$ cat src/rtl/rob_pkg.sv
// Shared types for the reorder window.
// Assumes nothing beyond the enum encoding below being internal to the block.
package rob_pkg;

    // What the oldest slot does this cycle.
    typedef enum logic [1:0] {
        RET_IDLE   = 2'd0,
        RET_COMMIT = 2'd1,
        RET_FLUSH  = 2'd2
    } retire_e;

endpackage

$ cat src/rtl/rob_ptrs.sv
// Allocation and retire pointers of the circular window.
// Each pointer carries one extra wrap bit, so that full and empty can be told apart.
// Assumes DEPTH is a power of two, alloc is never raised while full,
// and flush and retire are never raised in the same cycle.
module rob_ptrs #(
    parameter int DEPTH = 4,
    localparam int IDX_W = $clog2(DEPTH)
) (
    input  logic             clk,
    input  logic             rst_n,
    input  logic             alloc,
    input  logic             retire,
    input  logic             flush,
    output logic [IDX_W-1:0] alloc_idx,
    output logic [IDX_W-1:0] head_idx,
    output logic             full,
    output logic             empty
);
    localparam int PTR_W = IDX_W + 1;

    logic [PTR_W-1:0] tail_q;
    logic [PTR_W-1:0] head_q;
    logic [PTR_W-1:0] occ;

    // Allocation pointer: advances on dispatch, snaps to the head on flush.
    always_ff @(posedge clk) begin
        if (!rst_n)      tail_q <= '0;
        else if (flush)  tail_q <= head_q;
        else if (alloc)  tail_q <= tail_q + 1'b1;
    end

    // Retire pointer: advances when the oldest slot commits.
    always_ff @(posedge clk) begin
        if (!rst_n)       head_q <= '0;
        else if (retire)  head_q <= head_q + 1'b1;
    end

    assign alloc_idx = tail_q[IDX_W-1:0];
    assign head_idx  = head_q[IDX_W-1:0];
    assign occ       = tail_q - head_q;
    assign empty     = (tail_q == head_q);
    assign full      = (tail_q[IDX_W] != head_q[IDX_W]) && (alloc_idx == head_idx);

    // occupancy never exceeds the number of slots.
    always_ff @(posedge clk) begin
        if (rst_n) begin
            a_r3_occupancy: assert (occ <= PTR_W'(DEPTH))
                else $error("occupancy beyond depth");
        end
    end

    // no allocation is accepted into a full window.
    a_r3_no_overflow: assert property (@(posedge clk) disable iff (!rst_n)
        alloc |-> !full);

    // a flush leaves the window empty in the next cycle.
    a_r8_flush_empties: assert property (@(posedge clk) disable iff (!rst_n)
        flush |=> empty);

endmodule

$ cat src/rtl/rob_pick.sv
// Oldest-first selector: returns the first ready slot scanning from the head.
// Purely combinational. The clock and reset serve only the assertions.
// Assumes DEPTH is a power of two, so index arithmetic wraps naturally.
module rob_pick #(
    parameter int DEPTH = 4,
    localparam int IDX_W = $clog2(DEPTH)
) (
    input  logic             clk,
    input  logic             rst_n,
    input  logic [DEPTH-1:0] ready,
    input  logic [IDX_W-1:0] head,
    output logic             found,
    output logic [IDX_W-1:0] pick
);
    // Scan from youngest distance to oldest, so the oldest ready slot wins.
    always_comb begin
        logic [IDX_W-1:0] idx;
        found = 1'b0;
        pick  = head;
        for (int k = DEPTH - 1; k >= 0; k--) begin
            idx = head + IDX_W'(k);
            if (ready[idx]) begin
                found = 1'b1;
                pick  = idx;
            end
        end
    end

    // the chosen slot is always one that is ready.
    a_r5_pick_ready: assert property (@(posedge clk) disable iff (!rst_n)
        found |-> ready[pick]);

    // nothing is chosen when no slot is ready.
    a_r4_idle_when_none: assert property (@(posedge clk) disable iff (!rst_n)
        (ready == '0) |-> !found);

    // the slot at the head is taken whenever it is ready.
    a_r5_head_first: assert property (@(posedge clk) disable iff (!rst_n)
        ready[head] |-> (pick == head));

endmodule

$ cat src/rtl/reorder_window.sv
// Circular reorder window.
// Allocates slots in order and issues the oldest ready slot. It captures
// completion broadcasts (with a bypass into the dispatching slot), commits
// the oldest done slot to the register-file port, and flushes on a faulting head.
// Assumes DEPTH is a power of two, DATA_W >= log2(DEPTH), and that the
// execution units accept every offered slot in the cycle it is offered.
module reorder_window #(
    parameter int DEPTH   = 4,
    parameter int DATA_W  = 8,
    parameter int OP_W    = 4,
    parameter int REG_W   = 3,
    parameter int CAUSE_W = 3,
    localparam int IDX_W  = $clog2(DEPTH)
) (
    input  logic               clk,
    input  logic               rst_n,
    input  logic               disp_valid,
    output logic               disp_ready,
    input  logic [OP_W-1:0]    disp_op,
    input  logic               disp_s1_rdy,
    input  logic [DATA_W-1:0]  disp_s1_val,
    input  logic               disp_s2_rdy,
    input  logic [DATA_W-1:0]  disp_s2_val,
    input  logic [REG_W-1:0]   disp_dest,
    output logic [IDX_W-1:0]   disp_tag,
    output logic               iss_valid,
    output logic [IDX_W-1:0]   iss_tag,
    output logic [OP_W-1:0]    iss_op,
    output logic [DATA_W-1:0]  iss_a,
    output logic [DATA_W-1:0]  iss_b,
    input  logic               cmp_valid,
    input  logic [IDX_W-1:0]   cmp_tag,
    input  logic [DATA_W-1:0]  cmp_data,
    input  logic [CAUSE_W-1:0] cmp_cause,
    output logic               cm_we,
    output logic [REG_W-1:0]   cm_dest,
    output logic [DATA_W-1:0]  cm_data,
    output logic               exc_valid,
    output logic [CAUSE_W-1:0] exc_cause
);
    import rob_pkg::*;

    // Slot state.
    logic [DEPTH-1:0]   use_q, exec_q, p1_q, p2_q, done_q;
    logic [DATA_W-1:0]  s1_q    [DEPTH];
    logic [DATA_W-1:0]  s2_q    [DEPTH];
    logic [DATA_W-1:0]  data_q  [DEPTH];
    logic [OP_W-1:0]    op_q    [DEPTH];
    logic [REG_W-1:0]   dest_q  [DEPTH];
    logic [CAUSE_W-1:0] cause_q [DEPTH];

    logic [IDX_W-1:0] alloc_idx, head_idx, pick;
    logic             full, empty, found, alloc;
    logic [DEPTH-1:0] ready;
    retire_e          ret_kind;
    logic             commit_go, flush_go;
    logic             byp1, byp2;

    // Decide what the oldest slot does this cycle.
    always_comb begin
        ret_kind = RET_IDLE;
        if (use_q[head_idx] && done_q[head_idx]) begin
            ret_kind = (cause_q[head_idx] != '0) ? RET_FLUSH : RET_COMMIT;
        end
    end

    assign commit_go  = (ret_kind == RET_COMMIT);
    assign flush_go   = (ret_kind == RET_FLUSH);
    assign disp_ready = !full && !flush_go;
    assign alloc      = disp_valid && disp_ready;
    assign disp_tag   = alloc_idx;

    // A dispatching source that names the broadcast tag takes the value at once.
    assign byp1 = !disp_s1_rdy && cmp_valid && (disp_s1_val[IDX_W-1:0] == cmp_tag);
    assign byp2 = !disp_s2_rdy && cmp_valid && (disp_s2_val[IDX_W-1:0] == cmp_tag);

    // Per-slot readiness for issue.
    for (genvar g = 0; g < DEPTH; g++) begin : g_rdy
        assign ready[g] = use_q[g] & ~exec_q[g] & p1_q[g] & p2_q[g];
    end

    rob_ptrs #(.DEPTH(DEPTH)) u_ptrs (
        .clk       (clk),
        .rst_n     (rst_n),
        .alloc     (alloc),
        .retire    (commit_go),
        .flush     (flush_go),
        .alloc_idx (alloc_idx),
        .head_idx  (head_idx),
        .full      (full),
        .empty     (empty)
    );

    rob_pick #(.DEPTH(DEPTH)) u_pick (
        .clk   (clk),
        .rst_n (rst_n),
        .ready (ready),
        .head  (head_idx),
        .found (found),
        .pick  (pick)
    );

    assign iss_valid = found && !flush_go;
    assign iss_tag   = pick;
    assign iss_op    = op_q[pick];
    assign iss_a     = s1_q[pick];
    assign iss_b     = s2_q[pick];

    assign cm_we     = commit_go;
    assign cm_dest   = dest_q[head_idx];
    assign cm_data   = data_q[head_idx];
    assign exc_valid = flush_go;
    assign exc_cause = cause_q[head_idx];

    // Slot updates: dispatch load, issue mark, completion capture, wakeup, free.
    always_ff @(posedge clk) begin
        if (!rst_n) begin
            use_q  <= '0;
            exec_q <= '0;
            p1_q   <= '0;
            p2_q   <= '0;
            done_q <= '0;
            for (int i = 0; i < DEPTH; i++) begin
                s1_q[i]    <= '0;
                s2_q[i]    <= '0;
                data_q[i]  <= '0;
                op_q[i]    <= '0;
                dest_q[i]  <= '0;
                cause_q[i] <= '0;
            end
        end else if (flush_go) begin
            use_q <= '0;
        end else begin
            for (int i = 0; i < DEPTH; i++) begin
                if (alloc && (alloc_idx == IDX_W'(i))) begin
                    use_q[i]   <= 1'b1;
                    exec_q[i]  <= 1'b0;
                    done_q[i]  <= 1'b0;
                    op_q[i]    <= disp_op;
                    dest_q[i]  <= disp_dest;
                    cause_q[i] <= '0;
                    p1_q[i]    <= disp_s1_rdy || byp1;
                    s1_q[i]    <= byp1 ? cmp_data : disp_s1_val;
                    p2_q[i]    <= disp_s2_rdy || byp2;
                    s2_q[i]    <= byp2 ? cmp_data : disp_s2_val;
                end else begin
                    if (commit_go && (head_idx == IDX_W'(i))) begin
                        use_q[i] <= 1'b0;
                    end
                    if (iss_valid && (pick == IDX_W'(i))) begin
                        exec_q[i] <= 1'b1;
                    end
                    if (cmp_valid && use_q[i] && (cmp_tag == IDX_W'(i))) begin
                        data_q[i]  <= cmp_data;
                        cause_q[i] <= cmp_cause;
                        done_q[i]  <= 1'b1;
                    end
                    if (cmp_valid && use_q[i] && !p1_q[i] && (s1_q[i][IDX_W-1:0] == cmp_tag)) begin
                        s1_q[i] <= cmp_data;
                        p1_q[i] <= 1'b1;
                    end
                    if (cmp_valid && use_q[i] && !p2_q[i] && (s2_q[i][IDX_W-1:0] == cmp_tag)) begin
                        s2_q[i] <= cmp_data;
                        p2_q[i] <= 1'b1;
                    end
                end
            end
        end
    end

    // every commit moves the retire point forward by exactly one slot.
    a_r7_commit_advance: assert property (@(posedge clk) disable iff (!rst_n)
        cm_we |=> (head_idx == IDX_W'($past(head_idx) + 1'b1)));

    // a slot offered in one cycle is not offered again in the next.
    a_r4_issue_once: assert property (@(posedge clk) disable iff (!rst_n)
        iss_valid |=> !(iss_valid && (iss_tag == $past(iss_tag))));

    // an empty window neither commits nor flushes.
    a_r1_empty_quiet: assert property (@(posedge clk) disable iff (!rst_n)
        empty |-> !(cm_we || exc_valid));

endmodule

$ cat config.mk
export PLATFORM = sky130hd
export DESIGN_NAME = reorder_window
export DESIGN_NICKNAME = d
export VERILOG_FILES = /design/src/rtl/rob_pkg.sv /design/src/rtl/rob_ptrs.sv /design/src/rtl/rob_pick.sv /design/src/rtl/reorder_window.sv
export SDC_FILE = /design/constraint.sdc
export NUM_CORES = 1
export LEC_CHECK = 0
export BUFFER_PORTS_ARGS = -buffer_cell sky130_fd_sc_hd__buf_2
export CORE_UTILIZATION = 50
export DETAILED_ROUTE_END_ITERATION = 8
export PLACE_DENSITY = 0.69
export RECOVER_POWER = 50
export SYNTH_ARGS = -nofsm -noshare
export SYNTH_HDL_FRONTEND = slang
export SYNTH_HIERARCHICAL = 1
export SYNTH_SLANG_ARGS = --single-unit
$ cat constraint.sdc
create_clock -name clk -period 4 [get_ports clk]
set_input_delay 0.2 -clock clk [delete_from_list [all_inputs] [get_ports clk]]
set_output_delay 0.2 -clock clk [all_outputs]
set_load 0.02 [all_outputs]
==> results of run 1 <==
==> flip-flops by register name, indices dropped and copies added (netlist names) <==
name and flops:
cause_q 12, data_q 32, dest_q 12, done_q 4, exec_q 4, op_q 16
p1_q 4, p2_q 4, s1_q 32, s2_q 32, u_ptrs/head_q 3, u_ptrs/tail_q 3
use_q 4
==> routing by layer <==
| metal | part of all wire | vias to the layer above | track usage |
|---|---|---|---|
| met3 | 0.10 | 60 | 0.0537 |
| met1 | 0.41 | 3411 | 0.371 |
| met2 | 0.47 | 448 | 0.431 |
| met4 | 0.026 | 0 | 0.101 |
| met5 | 0 | - | 0 |
| li1 | - | 3089 | - |
==> critical path: cells and delay by family (launching register included) <==
| kind | cells | cell delay (ns) |
|---|---|---|
| DFF | 1 | 0.62 |
| buffers and inverters | 2 | 0.62 |
| AOI/OAI and AO/OA | 1 | 0.22 |
| muxes | 1 | 0.56 |
| and+or+nand+nor | 2 | 1.33 |
==> how the worst max path moves through the flow <==
| stage | end | slack (ns) | from | depth (start not counted) |
|---|---|---|---|---|
| finish | data_q[1][4] | 0.29 | u_ptrs/head_q[0] | 6 |
| global route | data_q[1][5] | 0.08 | u_ptrs/head_q[0] | 6 |
| CTS | disp_ready | 0.44 | u_ptrs/head_q[0] | 8 |
| detailed placement | s1_q[0][7] | 0.57 | u_ptrs/tail_q[0] | 6 |
| global placement | u_ptrs/tail_q[1] | 0.72 | u_ptrs/head_q[0] | 9 |
| floorplan | dest_q[3][0] | 1.12 | u_ptrs/head_q[0] | 7 |
==> area by class of cell <==
class	instances	area [µm²]	area share
sequential	162	4600	0.467
timing repair buffer	110	576	0.0584
tap	220	275	0.0279
inverter	22	82.6	0.00838
multi-input combinational	540	3780	0.383
clock buffer	17	425	0.0432
clock inverter	14	116	0.0118
==> per-stage QoR <==
stage	util	power, mW	cells	hold WS (ns)	area [µm²]
2_1_floorplan	-	2.36	779	0.362	8740
3_3_place_gp	0.557	2.53	1054	0.453	9370
3_5_place_dp	0.557	2.55	1054	0.450	9370
4_1_cts	0.589	4.03	1085	0.0937	9910
5_1_grt	0.586	4.14	1085	0.102	9860
6_report	0.586	4.03	1085	0.106	9860
==> power groups by stage <==
| stage | registers, mW | logic, mW | clock network [mW] |
|---|---|---|---|
| after detailed placement | 2.04 | 0.506 | 0 |
| after floorplan | 2.01 | 0.349 | 0 |
| after CTS | 2.01 | 0.509 | 1.52 |
| after global routing | 2.02 | 0.540 | 1.58 |
| after global placement | 2.04 | 0.497 | 0 |
| final | 2.01 | 0.507 | 1.51 |
==> flow_summary_export.csv, run 1 <==
group,metric,value,unit
run_status,status,"finished clean",
clocking,clkSlewWorstSetupHoldPaths,0.06,ns
placement,io_buffers,83,
final_layout,syn_to_final_growth,12.8,%
floorplanning,initial_core_util,0.520,
setup_path,critPathMaxStageDelay,0.95,ns
placement,finalWeightedCongestion,0.888,
placement,dp_hpwl,16.7,mm
setup_path,required,4.09,ns
clocking,cts_buffers,17,
synth,syn_nets,823,
synth,ys.warnings.count,6,
power_and_ir_drop,switching_power,1.07,mW
final_layout,mostFrequentLayoutCell,"edfxtp_1",
floorplanning,ioPinCount,84,
global_route,grt_overflow,0,
timing,tightest_slew,1.46,ns
worst_hold_path,hold_path_depth,2,
clocking,post_cts_resized,0,
clocking,post_cts_buffers,0,
floorplanning,die_h,134,µm
setup_path,path_cells,"buf_4, mux4_2, nor3_2, o211ai_1, clkbuf_1, nand2_1",
setup_path,reg2reg_depth,6,
route,route.detailed.drc,0,
final_layout,nets,897,
clocking,cts_hold_buf,0,
clocking,htreeDepth,4,
timing,fin_tns_setup,0,ns
floorplanning,row_count,47,
clocking,cts_sinks,162,
timing,finalSetupViolCount,0,
run,drv_cap,0,
global_route,track_usage,0.272,
timing,setup_ws,0.294,ns
global_route,antenna_found_initial,0,
power_and_ir_drop,ir_drop,0.000320,V
synth,netlist_area,8740,µm²
worst_hold_path,hold_end,"op_q[1][3]",
setup_path,cp_max_fo,16,
route,first_pass_iters,9,
setup_path,r2r_end,"data_q[1][4]",
setup_path,worstPathArrival,3.80,ns
route,via_per_inst,6.46,
setup_path,start_kind,"flop",
power_and_ir_drop,seq_power_share,0.499,
route,avgRoutedWirePerCell,21.9,µm
route,drt_iter0_drc,660,
final_layout,diodes,0,
power_and_ir_drop,power.share.clock,0.375,
final_layout,final_cell_mix,"edfxtp_1, nand2_1, o21ai_0, a21oi_1, buf_2",
clocking,cts.root.buffer_cell,"clkbuf_16",
timing,slew_headroom,0.0224,
setup_path,r2r_start,"u_ptrs/head_q[0]",
timing,max_freq,270,MHz
power_and_ir_drop,swShare,0.265,
worst_hold_path,hp-class,"input port to flop",
worst_hold_path,hold_path.startpoint,"disp_op[3]",
clocking,clkLatencyLatePin,0.44,ns
route,ant_nets,0,
floorplanning,die_width,134,µm
timing,finalCritPeriodShare,0.927,
global_route,grt_pass1_wl,36.8,mm
route,wirelength,23.7,mm
floorplanning,dieArea,18000,µm²
timing,min_period,3.71,ns
power_and_ir_drop,internal_power,2.96,mW
timing,finalHoldViolCount,0,
clocking,cts_tree,"yes",
clocking,clockBufferDepth,2,
final_layout,layout-drive-gt1-share,0.201,
synth,avgSynthCellArea,11.2,µm²
route,num_vias,7008,
setup_path,r2r_slack,0.29,ns
timing,clock_skew,0.0103,ns
power_and_ir_drop,p_per_area,409,nW/µm²
setup_path,crit_type,"flop to flop",
power_and_ir_drop,pwr-share-comb,0.126,
power_and_ir_drop,leakagePower,3.51,nW
timing,drv_slew,0,
synth,synthCells,779,
setup_path,end_kind,"flop",
placement,pre_cts_ws,0.567,ns
timing,rsz0062_at_grt,"no",
floorplanning,core,16800,µm²
setup_path,slowest_stage,"nor3_2",
global_route,grt_pass1_vias,6794,
final_layout,fill_cells,1429,
global_route,grt_start_max_net_pins,48,
Power figures use the tool's default switching activity.
==> run 2: changes to the inputs <==
- CELL_PAD_IN_SITES_DETAIL_PLACEMENT: not set -> 0
- CELL_PAD_IN_SITES_GLOBAL_PLACEMENT: not set -> 1
- CORE_UTILIZATION: 50 -> 48
- PLACE_DENSITY: 0.69 -> not set
- PLACE_DENSITY_LB_ADDON: not set -> 0.1
==> run 2 against run 1 <==
  * Critical path depth increased by 1
  * Clock-buffer cell count increased by 1
  * Maximum frequency increased by 5.1%
  * Sequential share of layout area decreased by 0.17 points
  * Critical path type unchanged
==> flow_summary_export.csv, run 2 (same netlist as run 1, synthesis figures left out) <==
group,metric,value,unit
run_status,status,"finished clean",
global_route,gr-usage-met2,0.432,
timing,max_freq,284,MHz
placement,dp_cells,1064,
global_route,grt_pass1_vias,6747,
final_layout,instances_no_fill,1096,
route,via_per_inst,6.31,
timing,hold_ws,0.117,ns
setup_path,r2r_start,"u_ptrs/head_q[1]",
route,num_vias,6918,
timing,finalCritPeriodShare,0.882,
route,route.detailed.drc,0,
placement,io_buffers,83,
final_layout,layout-drive-gt1-share,0.202,
final_layout,fill_cells,1557,
setup_path,crit_end,"data_q[0][1]",
setup_path,r2r_end,"data_q[0][1]",
clocking,post_cts_buffers,0,
clocking,clockBufferDepth,2,
route,avgRoutedWirePerCell,22.8,µm
final_layout,top_regs,"data_q x32, s1_q x32, s2_q x32",
placement,finalWeightedCongestion,0.879,
route,first_pass_iters,5,
clocking,clkSlewWorstSetupHoldPaths,0.07,ns
final_layout,final_cell_area,9890,µm²
clocking,cts_tree,"yes",
final_layout,register_area,4600,µm²
setup_path,reg2reg_depth,7,
placement,pre_cts_ws,0.731,ns
setup_path,end_kind,"flop",
power_and_ir_drop,leakagePower,3.53,nW
setup_path,required,4.08,ns
run,drv_cap,0,
power_and_ir_drop,p_per_area,410,nW/µm²
clocking,cts_sinks,162,
setup_path,worstPathArrival,3.60,ns
setup_path,crit_path_start,"u_ptrs/head_q[1]",
timing,finalSetupViolCount,0,
global_route,grt_overflow,0,
clocking,cts.root.buffer_cell,"clkbuf_16",
route,drt_iter0_drc,607,
clocking,clkLatencyLatePin,0.42,ns
final_layout,diodes,0,
power_and_ir_drop,ir_drop,0.000307,V
floorplanning,initial_core_util,0.499,
timing,min_period,3.53,ns
placement,dp_hpwl,17.7,mm
timing,fin_tns_setup,0,ns
timing,slew_headroom,0.0719,
clocking,cts_hold_buf,0,
floorplanning,die_width,137,µm
floorplanning,core,17500,µm²
route,wirelength,25.0,mm
global_route,gr-max-usage-layer,"met2",
timing,finalHoldViolCount,0,
clocking,post_cts_resized,0,
final_layout,multiInputGateArea,3760,µm²
route,ant_nets,0,
final_layout,nets,902,
setup_path,start_kind,"flop",
clocking,cts_buffers,17,
global_route,met1_usage,0.391,
final_layout,final_cell_mix,"edfxtp_1, nand2_1, o21ai_0, a21oi_1, buf_2",
placement,placed_area,9430,µm²
setup_path,cp_max_fo,19,
power_and_ir_drop,p_total,4.05,mW
floorplanning,ioPinCount,84,
global_route,track_usage,0.276,
floorplanning,row_count,48,
global_route,grt_start_max_net_pins,37,
floorplanning,die_h,137,µm
timing,setup_ws,0.474,ns
setup_path,crit_type,"flop to flop",
global_route,antenna_found_initial,0,
global_route,met3_usage,0.0389,
final_layout,fin_util,0.564,
worst_hold_path,hp-class,"input port to flop",
timing,rsz0062_at_grt,"no",
worst_hold_path,hold_path_depth,2,
timing,drv_slew,0,
floorplanning,dieArea,18800,µm²
final_layout,mostFrequentLayoutCell,"edfxtp_1",
setup_path,r2r_slack,0.47,ns
timing,tightest_slew,1.38,ns
timing,clock_skew,0.00975,ns
final_layout,syn_to_final_growth,13.2,%
global_route,grt_pass1_wl,38.1,mm
clocking,htreeDepth,4,
## run 2: changes by cell type in the layout (fill, tap and decap cells not counted), moves of 2 or more
cell        previous run  this run
clkbuf_1              24        30
clkinv_1               4         0
inv_6                  2         6
buf_12                 0         2
buf_4                 22        20
clkinvlp_4             6         4
inv_8                  0         2
o21ai_1                3         5
## run 2: per-layer routing
layer / vias to the layer above / share of wire / routed length, µm
met4: 0 / 0.017 / 427
met2: 362 / 0.47 / 11700
met1: 3404 / 0.43 / 10800
met5: - / 0 / 0
met3: 37 / 0.082 / 2060
li1: 3115 / - / -
## run 2: critical path, cell delays in order, from the launching register on
cell and delay [ns]:
dfxtp_1 0.84, xor2_1 0.20, nor3_1 0.07, buf_4 0.17, or4b_1 0.77, o211ai_1 0.21, clkbuf_1 0.51, nand2_1 0.42
## run 2: how the worst min path moves through the flow
stage                          start               end  slack, ns
after floorplan                rst_n  u_ptrs/tail_q[2]       0.36
after global placement     exec_q[0]         exec_q[0]       0.45
after detailed placement   exec_q[0]         exec_q[0]       0.45
after CTS                 disp_op[0]        op_q[1][0]        0.1
after global routing      disp_op[1]        op_q[3][1]       0.12
final                     disp_op[0]        op_q[3][0]       0.12
## run 2: area by class of cell
type | instances | share of cell area
Sequential cell | 162 | 0.465
Clock buffer | 18 | 0.0434
Multi-Input combinational cell | 540 | 0.380
Inverter | 22 | 0.00835
Clock inverter | 14 | 0.0120
Timing Repair Buffer | 115 | 0.0626
Tap cell | 225 | 0.0285
## run 2: report_power, final
part	switching, mW	leakage (nW)	total, mW	internal, mW
sequential	0.0609	1.63	2.01	1.95
clock	0.721	0.259	1.53	0.814
combinational	0.346	1.64	0.510	0.165
total	1.13	3.53	4.05	2.93
==> run 3: changes to the inputs <==
- ABC_AREA: not set -> 1
- CORE_UTILIZATION: 48 -> 46
- GPL_TIMING_DRIVEN: not set -> 0
- HOLD_SLACK_MARGIN: not set -> 0.05
==> run 3 against run 2 <==
  * Global-route usage shrank 0.28 points
  * Via count grew 0.10%
  * Clock skew is essentially flat
  * Largest power group unchanged
  * Register-to-register slack lost 0.14 ns
  * Combinational power shrank 18%
  * Die area grew 1.3%
  * Hold slack lost 0.0092 ns
  * Maximum frequency shrank 3.9%
  * Synthesized cell count grew 19%
  * Total power shrank 2.2%
  * Sequential power shrank 2%
  * Non-clock buffer count grew 14
==> flow_summary_export.csv, run 3 <==
group,metric,value,unit
global_route,grt_start_max_net_pins,17,
timing,rsz0062_at_grt,"no",
global_route,track_usage,0.273,
worst_hold_path,hold_end,"dest_q[0][1]",
global_route,antenna_found_initial,1,
power_and_ir_drop,ir_drop,0.000313,V
setup_path,r2r_end,"data_q[1][6]",
floorplanning,row_count,49,
setup_path,path_cells,"buf_4, nor2_1, nand2_1, nand2_1, nor2_1, nor2_1, nand2_8, nand4_1, nor2_4, buf_2, a21oi_1",
placement,placed_area,9180,µm²
setup_path,end_kind,"flop",
floorplanning,dieArea,19000,µm²
synth,syn_nets,968,
clocking,cts_buffers,17,
setup_path,crit_buf_inv,2,
setup_path,crit_cells,11,
floorplanning,initial_core_util,0.471,
final_layout,nets,1069,
worst_hold_path,hold_path.startpoint,"disp_dest[1]",
synth,avgSynthCellArea,9.18,µm²
power_and_ir_drop,leakagePower,4.04,nW
synth,ys.warnings.count,6,
final_layout,layout-drive-gt1-share,0.154,
power_and_ir_drop,switching_power,1.05,mW
floorplanning,die_width,138,µm
route,route.detailed.drc,0,
timing,drv_slew,0,
timing,finalHoldViolCount,0,
setup_path,r2r_slack,0.33,ns
timing,fin_tns_setup,0,ns
timing,finalCritPeriodShare,0.917,
route,wirelength,24.4,mm
clocking,clkLatencyLatePin,0.43,ns
final_layout,syn_to_final_growth,13.0,%
final_layout,final_cell_mix,"nand2_1, edfxtp_1, nor2_1, inv_1, buf_2",
setup_path,critPathMaxStageDelay,0.75,ns
setup_path,slowest_stage,"a21oi_1",
global_route,grt_pass1_wl,37.5,mm
setup_path,required,4.06,ns
final_layout,final_cell_area,9590,µm²
run,drv_cap,0,
setup_path,worstPathArrival,3.72,ns
route,num_vias,6925,
final_layout,mostFrequentLayoutCell,"nand2_1",
setup_path,start_kind,"flop",
power_and_ir_drop,power.share.clock,0.400,
floorplanning,die_h,138,µm
placement,io_buffers,81,
setup_path,crit_family,"simple AND/OR/NAND/NOR gates",
synth,synthCells,924,
final_layout,top_regs,"data_q x32, s1_q x32, s2_q x32",
route,ant_nets,0,
setup_path,r2r_start,"u_ptrs/head_q[0]",
route,via_per_inst,5.46,
clocking,clockBufferDepth,2,
setup_path,reg2reg_depth,11,
run_status,status,"finished clean",
clocking,cts_sinks,162,
timing,tightest_slew,1.09,ns
setup_path,cpMostUsedCell,"nor2_1",
timing,clock_skew,0.00943,ns
power_and_ir_drop,internal_power,2.92,mW
route,drt_iter0_drc,523,
clocking,htreeDepth,4,
timing,slew_headroom,0.266,
placement,finalWeightedCongestion,0.865,
power_and_ir_drop,p_total,3.97,mW
floorplanning,core,18000,µm²
power_and_ir_drop,swShare,0.265,
clocking,clkSlewWorstSetupHoldPaths,0.07,ns
clocking,cts.root.buffer_cell,"clkbuf_16",
timing,finalSetupViolCount,0,
global_route,grt_overflow,0,
setup_path,crit_type,"flop to flop",
timing,min_period,3.67,ns
setup_path,cp_max_fo,10,
placement,dp_hpwl,17.6,mm
route,first_pass_iters,5,
timing,max_freq,273,MHz
power_and_ir_drop,seq_power_share,0.495,
worst_hold_path,hp-class,"input port to flop",
worst_hold_path,hold_path_depth,3,
clocking,cts_tree,"yes",
timing,hold_ws,0.108,ns
power_and_ir_drop,pwr-share-comb,0.105,
synth,netlist_area,8490,µm²
floorplanning,ioPinCount,84,
route,avgRoutedWirePerCell,19.3,µm
global_route,grt_pass1_vias,6608,
power_and_ir_drop,p_per_area,413,nW/µm²
[run 3: per-stage QoR]
stage,util,instances,setup WS (ns)
2_1_floorplan,-,924,1.45
3_3_place_gp,0.509,1234,0.652
3_5_place_dp,0.509,1234,0.634
4_1_cts,0.541,1267,0.137
5_1_grt,0.532,1267,0.103
6_report,0.532,1268,0.332
[run 3: repair_timing]
action,4_1_cts,5_1_grt
resized for setup,0,2
buffers inserted,0,0
endpoints found under the setup margin,0,1
hold buffers,1,0
endpoints found under the hold margin,2,0
[run 3: cell type report]
cell class              count  area (µm²)
fillers                  1738        8430
flip-flops and latches    162        4600
repair buffers             82         407
well taps                 229         287
diodes                      1        2.50
plain buffers              47         236
multi-input cells         627        3160
inverters                  88         335
clock buffers              18         429
clock inverters            14         130
[run 3: power groups by stage]
stage                     clock network [mW]  registers [mW]  logic [mW]
after floorplan                            0            1.99       0.280
after global placement                     0            2.00       0.425
after detailed placement                   0            2.00       0.428
after CTS                               1.59            1.96       0.432
after global routing                    1.66            1.97       0.456
final                                   1.59            1.96       0.416
[run 3: how the worst max path moves through the flow]
stage / slack (ns) / from / endpoint
detailed placement: 0.63 / u_ptrs/head_q[0] / iss_b[0]
global route: 0.10 / u_ptrs/head_q[0] / data_q[1][7]
global placement: 0.65 / u_ptrs/head_q[0] / iss_b[0]
floorplan: 1.45 / u_ptrs/head_q[0] / iss_b[0]
finish: 0.33 / u_ptrs/head_q[0] / data_q[1][6]
CTS: 0.14 / u_ptrs/head_q[0] / iss_b[0]
[run 3: worst reg2reg max path: stages, from the launching register on]
cell and delay (ns):
dfxtp_1 0.37, buf_4 0.18, nor2_1 0.55, nand2_1 0.14, nand2_1 0.09, nor2_1 0.06, nor2_1 0.30, nand2_8 0.13
nand4_1 0.30, nor2_4 0.17, buf_2 0.26, a21oi_1 0.75
[run 3: routing by layer]
metal,up-vias,global-route usage,share of wire
met1,3316,0.368,0.44
met4,0,0.0948,0.018
met5,-,0,0
met2,242,0.446,0.48
met3,26,0.0423,0.062
li1,3341,-,-
